### src/rtl/tpk_pkg.sv
package tpk_pkg;
    localparam int BYTE_W     = 8;
    localparam int FULL_BYTES = 4;
    localparam int TAIL_W     = 4;
    localparam int WORD_W     = FULL_BYTES * BYTE_W + TAIL_W;
    localparam int ACC_W      = FULL_BYTES * BYTE_W;
    localparam int IDX_W      = $clog2(FULL_BYTES + 1);

    localparam int ST_W    = 4;
    localparam int ST_BUSY = 0;
    localparam int ST_ERR  = 1;
    localparam int ST_OVR  = 2;
    localparam int ST_EOF  = 3;

    localparam int CODE_W = 6;
    localparam logic [CODE_W-1:0] CODE_EOF = 6'o60;
    localparam logic [CODE_W-1:0] CODE_ERR = 6'o50;

    typedef enum logic [1:0] {
        S_IDLE,
        S_RECV,
        S_WRITE,
        S_CHECK
    } ctl_state_e;
endpackage

### src/rtl/tpk_byte_rx.sv
module tpk_byte_rx
    import tpk_pkg::*;
#(
    parameter int TO_CYCLES = 64
) (
    input  logic              clk,
    input  logic              rst_n,
    input  logic              enable,
    input  logic              byte_rdy,
    input  logic [BYTE_W-1:0] byte_data_n,
    output logic              byte_ack,
    output logic              byte_stb,
    output logic [BYTE_W-1:0] byte_val,
    output logic              timeout
);
    localparam int TW = $clog2(TO_CYCLES + 1);

    typedef struct packed {
        logic              ack;
        logic              stb;
        logic              tout;
        logic [BYTE_W-1:0] data;
        logic [TW-1:0]     cnt;
    } rx_t;

    rx_t rx_d, rx_q;

    always_comb begin
        rx_d      = rx_q;
        rx_d.stb  = 1'b0;
        rx_d.tout = 1'b0;
        if (rx_q.ack) begin
            if (!byte_rdy) rx_d.ack = 1'b0;
        end else if (enable && !rx_q.tout) begin
            if (byte_rdy) begin
                rx_d.ack  = 1'b1;
                rx_d.stb  = 1'b1;
                rx_d.data = ~byte_data_n;
                rx_d.cnt  = '0;
            end else if (rx_q.cnt == TW'(TO_CYCLES - 1)) begin
                rx_d.tout = 1'b1;
                rx_d.cnt  = '0;
            end else begin
                rx_d.cnt = rx_q.cnt + 1'b1;
            end
        end else begin
            rx_d.cnt = '0;
        end
    end

    always_ff @(posedge clk or negedge rst_n) begin
        if (!rst_n) rx_q <= '0;
        else        rx_q <= rx_d;
    end

    assign byte_ack = rx_q.ack;
    assign byte_stb = rx_q.stb;
    assign byte_val = rx_q.data;
    assign timeout  = rx_q.tout;

    a_r3_ack_after_rdy: assert property (@(posedge clk) disable iff (!rst_n)
        $rose(byte_ack) |-> $past(byte_rdy));
    a_r3_ack_holds: assert property (@(posedge clk) disable iff (!rst_n)
        (byte_ack && byte_rdy) |=> byte_ack);
endmodule

### src/rtl/tpk_word_pack.sv
module tpk_word_pack
    import tpk_pkg::*;
(
    input  logic              clk,
    input  logic              rst_n,
    input  logic              clear,
    input  logic              byte_stb,
    input  logic [BYTE_W-1:0] byte_in,
    output logic              word_full,
    output logic [WORD_W-1:0] word
);
    typedef struct packed {
        logic [ACC_W-1:0] acc;
        logic [IDX_W-1:0] idx;
    } pk_t;

    pk_t pk_d, pk_q;

    always_comb begin
        pk_d = pk_q;
        if (clear) begin
            pk_d.idx = '0;
        end else if (byte_stb) begin
            if (pk_q.idx == IDX_W'(FULL_BYTES)) begin
                pk_d.idx = '0;
            end else begin
                pk_d.acc = {pk_q.acc[ACC_W-BYTE_W-1:0], byte_in};
                pk_d.idx = pk_q.idx + 1'b1;
            end
        end
    end

    always_ff @(posedge clk or negedge rst_n) begin
        if (!rst_n) pk_q <= '0;
        else        pk_q <= pk_d;
    end

    assign word_full = byte_stb && !clear && (pk_q.idx == IDX_W'(FULL_BYTES));
    assign word      = {pk_q.acc, byte_in[TAIL_W-1:0]};

    a_r6_idx_range: assert property (@(posedge clk) disable iff (!rst_n)
        pk_q.idx <= IDX_W'(FULL_BYTES));
endmodule

### src/rtl/tape_word_packer.sv
module tape_word_packer
    import tpk_pkg::*;
#(
    parameter int ADDR_W    = 24,
    parameter int CNT_W     = 18,
    parameter int TO_CYCLES = 64
) (
    input  logic              clk,
    input  logic              rst_n,
    input  logic              start,
    input  logic [ADDR_W-1:0] base_addr,
    input  logic [CNT_W-1:0]  word_limit,
    input  logic              byte_rdy,
    input  logic [BYTE_W-1:0] byte_data_n,
    output logic              byte_ack,
    input  logic [ST_W-1:0]   fmt_status_n,
    output logic              mem_wr_valid,
    input  logic              mem_wr_ready,
    output logic [ADDR_W-1:0] mem_wr_addr,
    output logic [WORD_W-1:0] mem_wr_data,
    output logic              done,
    output logic [WORD_W-1:0] result,
    output logic              too_long
);
    localparam int PAD_W = WORD_W - ADDR_W;

    typedef struct packed {
        ctl_state_e        state;
        logic [ADDR_W-1:0] addr;
        logic [CNT_W-1:0]  remain;
        logic [WORD_W-1:0] wdata;
        logic              too_long;
        logic [WORD_W-1:0] result;
        logic              done;
    } ctl_t;

    ctl_t c_d, c_q;

    logic              rx_stb, rx_tout, pk_full;
    logic [BYTE_W-1:0] rx_byte;
    logic [WORD_W-1:0] pk_word;
    logic [ST_W-1:0]   stat;

    assign stat = ~fmt_status_n;

    tpk_byte_rx #(.TO_CYCLES(TO_CYCLES)) u_rx (
        .clk        (clk),
        .rst_n      (rst_n),
        .enable     (c_q.state == S_RECV),
        .byte_rdy   (byte_rdy),
        .byte_data_n(byte_data_n),
        .byte_ack   (byte_ack),
        .byte_stb   (rx_stb),
        .byte_val   (rx_byte),
        .timeout    (rx_tout)
    );

    tpk_word_pack u_pack (
        .clk      (clk),
        .rst_n    (rst_n),
        .clear    (c_q.state == S_IDLE),
        .byte_stb (rx_stb),
        .byte_in  (rx_byte),
        .word_full(pk_full),
        .word     (pk_word)
    );

    always_comb begin
        c_d      = c_q;
        c_d.done = 1'b0;
        unique case (c_q.state)
            S_IDLE: begin
                if (start) begin
                    c_d.addr     = base_addr;
                    c_d.remain   = word_limit;
                    c_d.too_long = 1'b0;
                    c_d.state    = S_RECV;
                end
            end
            S_RECV: begin
                if (pk_full) begin
                    if (c_q.remain != '0) begin
                        c_d.wdata = pk_word;
                        c_d.state = S_WRITE;
                    end else begin
                        c_d.too_long = 1'b1;
                    end
                end else if (rx_tout) begin
                    c_d.state = S_CHECK;
                end
            end
            S_WRITE: begin
                if (mem_wr_ready) begin
                    c_d.addr   = c_q.addr + 1'b1;
                    c_d.remain = c_q.remain - 1'b1;
                    c_d.state  = S_RECV;
                end
            end
            S_CHECK: begin
                if (!stat[ST_BUSY]) begin
                    if (stat[ST_ERR] || stat[ST_OVR])
                        c_d.result = {CODE_ERR, {(WORD_W-CODE_W){1'b0}}};
                    else if (stat[ST_EOF])
                        c_d.result = {CODE_EOF, {(WORD_W-CODE_W){1'b0}}};
                    else
                        c_d.result = {{PAD_W{1'b0}}, c_q.addr};
                    c_d.done  = 1'b1;
                    c_d.state = S_IDLE;
                end
            end
            default: c_d.state = S_IDLE;
        endcase
    end

    always_ff @(posedge clk or negedge rst_n) begin
        if (!rst_n) c_q <= '{state: S_IDLE, default: '0};
        else        c_q <= c_d;
    end

    assign mem_wr_valid = (c_q.state == S_WRITE);
    assign mem_wr_addr  = c_q.addr;
    assign mem_wr_data  = c_q.wdata;
    assign done         = c_q.done;
    assign result       = c_q.result;
    assign too_long     = c_q.too_long;

    a_r7_stall_stable: assert property (@(posedge clk) disable iff (!rst_n)
        (mem_wr_valid && !mem_wr_ready) |=>
            (mem_wr_valid && $stable(mem_wr_addr) && $stable(mem_wr_data)));
    a_r5_within_limit: assert property (@(posedge clk) disable iff (!rst_n)
        mem_wr_valid |-> (c_q.remain != '0));
    a_r10_done_pulse: assert property (@(posedge clk) disable iff (!rst_n)
        done |=> !done);
    a_r8_not_busy: assert property (@(posedge clk) disable iff (!rst_n)
        done |-> !$past(stat[ST_BUSY]));
    a_r11_idle_no_ack: assert property (@(posedge clk) disable iff (!rst_n)
        (c_q.state == S_IDLE && !byte_ack) |=> !$rose(byte_ack) || $past(start));
endmodule

### config.mk
export PLATFORM = sky130hd
export DESIGN_NAME = tape_word_packer
export DESIGN_NICKNAME = d
export VERILOG_FILES = /design/src/rtl/tpk_pkg.sv /design/src/rtl/tpk_byte_rx.sv /design/src/rtl/tpk_word_pack.sv /design/src/rtl/tape_word_packer.sv
export SDC_FILE = /design/constraint.sdc
export NUM_CORES = 1
export LEC_CHECK = 0
export CELL_PAD_IN_SITES_DETAIL_PLACEMENT = 1
export CELL_PAD_IN_SITES_GLOBAL_PLACEMENT = 1
export CORE_MARGIN = 4
export CORE_UTILIZATION = 40
export CTS_BUF_LIST = sky130_fd_sc_hd__clkbuf_2
export CTS_CLUSTER_SIZE = 28
export DETAILED_ROUTE_END_ITERATION = 16
export DONT_BUFFER_PORTS = 1
export PLACE_DENSITY_LB_ADDON = 0.1
export SYNTH_ARGS = -nofsm -noshare
export SYNTH_HDL_FRONTEND = slang
export SYNTH_SLANG_ARGS = --single-unit
export TNS_END_PERCENT = 50
### constraint.sdc
create_clock -name clk -period 2.3 [get_ports clk]
set_input_delay 0.23 -clock clk [delete_from_list [all_inputs] [get_ports clk]]
set_output_delay 0.23 -clock clk [all_outputs]
set_load 0.005 [all_outputs]
==> impl_metrics.py <==
metrics = {
    "grt": {
        "gr-total-overflow": 0,
        "grt_pass1_vias": 6089,
        "antenna_found_initial": 1,
        "grt_max_degree": 163,
        "grt_usage_pct": 18.3,
        "grt_pass1_wl_um": 32900,
    },
    "timing": {
        "min_period_ps": 2340,
        "holdWs_ps": -871,
        "hold_viol_final": 162,
        "maxSlewHeadroom_pct": 66.5,
        "finalSetupViolations": 18,
        "rsz0062_at_grt": "true",
        "tightest_slew_ps": 499,
        "fin_skew_ps": 47.6,
        "fin_crit_sh_pct": 102,
        "setup_ws_ps": -35.7,
        "clock.fmax_mhz": 428,
        "slew_viol_final": 0,
    },
    "final_layout": {
        "layout.cells.non_filler": 1042,
        "final_util_pct": 45.7,
        "area_growth_pct": 11.3,
        "diodes": 0,
        "drive_gt1_share_pct": 21.4,
        "finalNetCount": 828,
        "nFillCells": 2165,
    },
    "placed_design": {
        "io_buffers": 0,
        "place.gp.congestion": 0.834,
        "dp_hpwl_um": 13600,
        "place_inst": 926,
    },
    "worst_setup_path": {
        "required_ps": 2940,
        "startpoint": "c_q[77]",
        "worstSetupEndpointType": "register",
        "cp.arrival_ps": 2980,
        "cp_max_fo": 13,
        "slowest_stage": "or4_4",
        "critPathLaunchType": "register",
        "rr_startpoint": "c_q[77]",
        "path_cells": "or3_1 > or4_4 > nor3_4 > nor3b_4 > buf_12 > mux2_4",
        "slowest_delay_ps": 560,
        "crit_type": "register to register",
    },
    "power": {
        "power_frac_clock_pct": 16.8,
        "seq_power_share_pct": 53.7,
        "switchingPower_mw": 3.55,
        "power_leakage_nw": 3.96,
        "vdd_drop_max_v": 0.000423,
        "p_int_mw": 5.82,
        "cellPowerDensity_nw_per_um2": 1040,
        "power_frac_comb_pct": 29.5,
        "netSwitchingFraction_pct": 37.9,
    },
    "clocking": {
        "cts_buffer_depth": 2,
        "htree_num_levels": 4,
        "clkTransAtPathRegs_ps": 300,
        "cts_tree": "yes",
        "cts_sinks": 162,
        "worstSkewPairLatency_ps": 750,
        "clockRootBuffer": "clkbuf_2",
        "cts_buffers": 17,
    },
    "yosys": {
        "synth_edf_count": 0,
        "yosys_warnings": 0,
        "synth_commonest_cells": "dfrtp_1, buf_4, nand2_1",
        "synth_area_per_cell_um2": 10.7,
        "synth.largest_area_cell": "dfrtp_1",
        "synthMostInstantiatedCell": "dfrtp_1",
        "synth_cells": 753,
        "ys_types": 55,
        "netlist_area_um2": 8060,
        "synth-seq-cells": 162,
        "synth-main-ff-cell": "dfrtp_1",
        "ys_seq_area_share_pct": 50.3,
        "synthArstFlopShare_pct": 100,
        "synthTopCellsByArea": "dfrtp_1, buf_4, mux2_4",
        "synth_top_cell_area_share_pct": 50.3,
    },
    "routing": {
        "wl_per_cell_um": 19.4,
        "drtIter0Drc": 306,
        "wl_um": 20300,
        "vias": 5602,
        "post-route-drc-count": 0,
        "first_pass_iters": 4,
        "vias_per_cell": 5.38,
        "ant_nets": 0,
    },
    "run": {
        "maxCapViolCount": 0,
    },
    "die": {
        "die_w_um": 150,
        "ios": 159,
        "fp.dieH_um": 150,
        "rows": 51,
        "initial_core_util_pct": 41.0,
        "die-area_um2": 22500,
        "core_area_um2": 19700,
    },
    "min_path": {
        "hold_class": "input port to async pin",
    },
    "run_status": {
        "status": "finished with violations",
        "violations": "negative hold slack, negative setup slack",
    },
}
==> timing repair <==
item | in CTS | in global routing
gates resized for setup | 7 | 10
endpoints found under the hold margin | 252 | 167
hold buffers | 73 | 1
buffers inserted | 3 | 7
pin swaps | 3 | 3
setup endpoints to repair | 26 | 48
==> per-stage QoR <==
stage | TNS (ps) | worst slack (ps) | area, um2 | total power, mW
global placement | 0 | 11.1 | 7840 | 7.34
detailed placement | 0 | 5.88 | 7840 | 7.52
global route | -1870 | -88.9 | 8970 | 10.1
finish | -415 | -35.7 | 8970 | 9.38
floorplan | -527 | -17.6 | 8100 | 7.18
CTS | -350 | -44.3 | 8870 | 9.40
==> cell type report <==
cell class	count	area [um2]	share of cell area, %
clock buffer	17	85.1	0.948
timing repair buffer	118	1150	12.8
multi-input combinational	452	3130	34.9
tap	265	332	3.69
inverter	13	48.8	0.544
sequential	162	4060	45.2
clock inverter	15	166	1.85
==> layout by cell type, fill, tap and decap left out, drive strengths merged, types with 20 or more instances in the layout <==
cell type | Yosys | layout
o21ai | 46 | 46
a22o | 26 | 26
dlygate4sd3 | 0 | 74
dfrtp | 162 | 162
nand3 | 22 | 22
mux2 | 68 | 68
buf | 107 | 44
nor2 | 40 | 40
a21oi | 46 | 46
nand2 | 64 | 64
inv | 13 | 20
==> critical path: cells and delay by family, from the launching register on <==
| kind | cells | cell delay, ps |
|---|---|---|
| muxes | 1 | 290 |
| and+or+nand+nor | 4 | 1300 |
| DFF | 1 | 450 |
| buffers and inverters | 1 | 180 |
==> power by group through the flow <==
stage / clock (mW) / sequential (mW) / combinational (mW)
finish: 1.58 / 5.04 / 2.76
global route: 1.78 / 5.24 / 3.09
CTS: 1.66 / 5.06 / 2.68
detailed placement: 0 / 5.14 / 2.38
global placement: 0 / 5.09 / 2.26
floorplan: 0 / 4.57 / 2.61
==> per-layer routing <==
| metal | vias to the layer above | share of wire (%) | track usage, % |
|---|---|---|---|
| met3 | 14 | 4.9 | 4.36 |
| met1 | 2883 | 45 | 24.5 |
| li1 | 2596 | - | - |
| met5 | - | 0.035 | 0 |
| met2 | 107 | 49 | 30.1 |
| met4 | 2 | 1.2 | 4.35 |
==> flip-flops by register name (all words and copies together), names as in the netlist, 3 cells and up <==
signal and flops:
c_q 20, u_pack.pk_q 3, mem_wr_data 36, u_rx.byte_val 8, u_pack.word 32, mem_wr_addr 24
u_rx.rx_q 7, result 27
==> worst paths after layout <==
| kind | endpoint | slack [ps] | cells past startpoint |
|---|---|---|---|
| setup reg to reg | mem_wr_data[19] | -40 | 6 |
| hold / removal | mem_wr_addr[3] | -870 | 0 |
| setup / recovery | mem_wr_data[19] | -40 | 6 |
| min in group clk | result[33] | 140 | 2 |
| hold reg to reg | u_rx.rx_q[6] | 530 | 1 |
| max in group asynchronous | mem_wr_addr[9] | 2800 | 0 |
==> logic make-up after synthesis <==
kind of cell	Yosys count	synth area share, %
and+or+nand+nor	191	11.5
AOI/OAI and AO/OA	175	13.9
DFF	162	50.3
buffers and inverters	147	12.1
muxes	70	11.1
adders and majority gates	5	0.776
xor gates and xnor gates	2	0.217
other	1	0.0465
No activity file was read; power rests on OpenSTA's default activity.
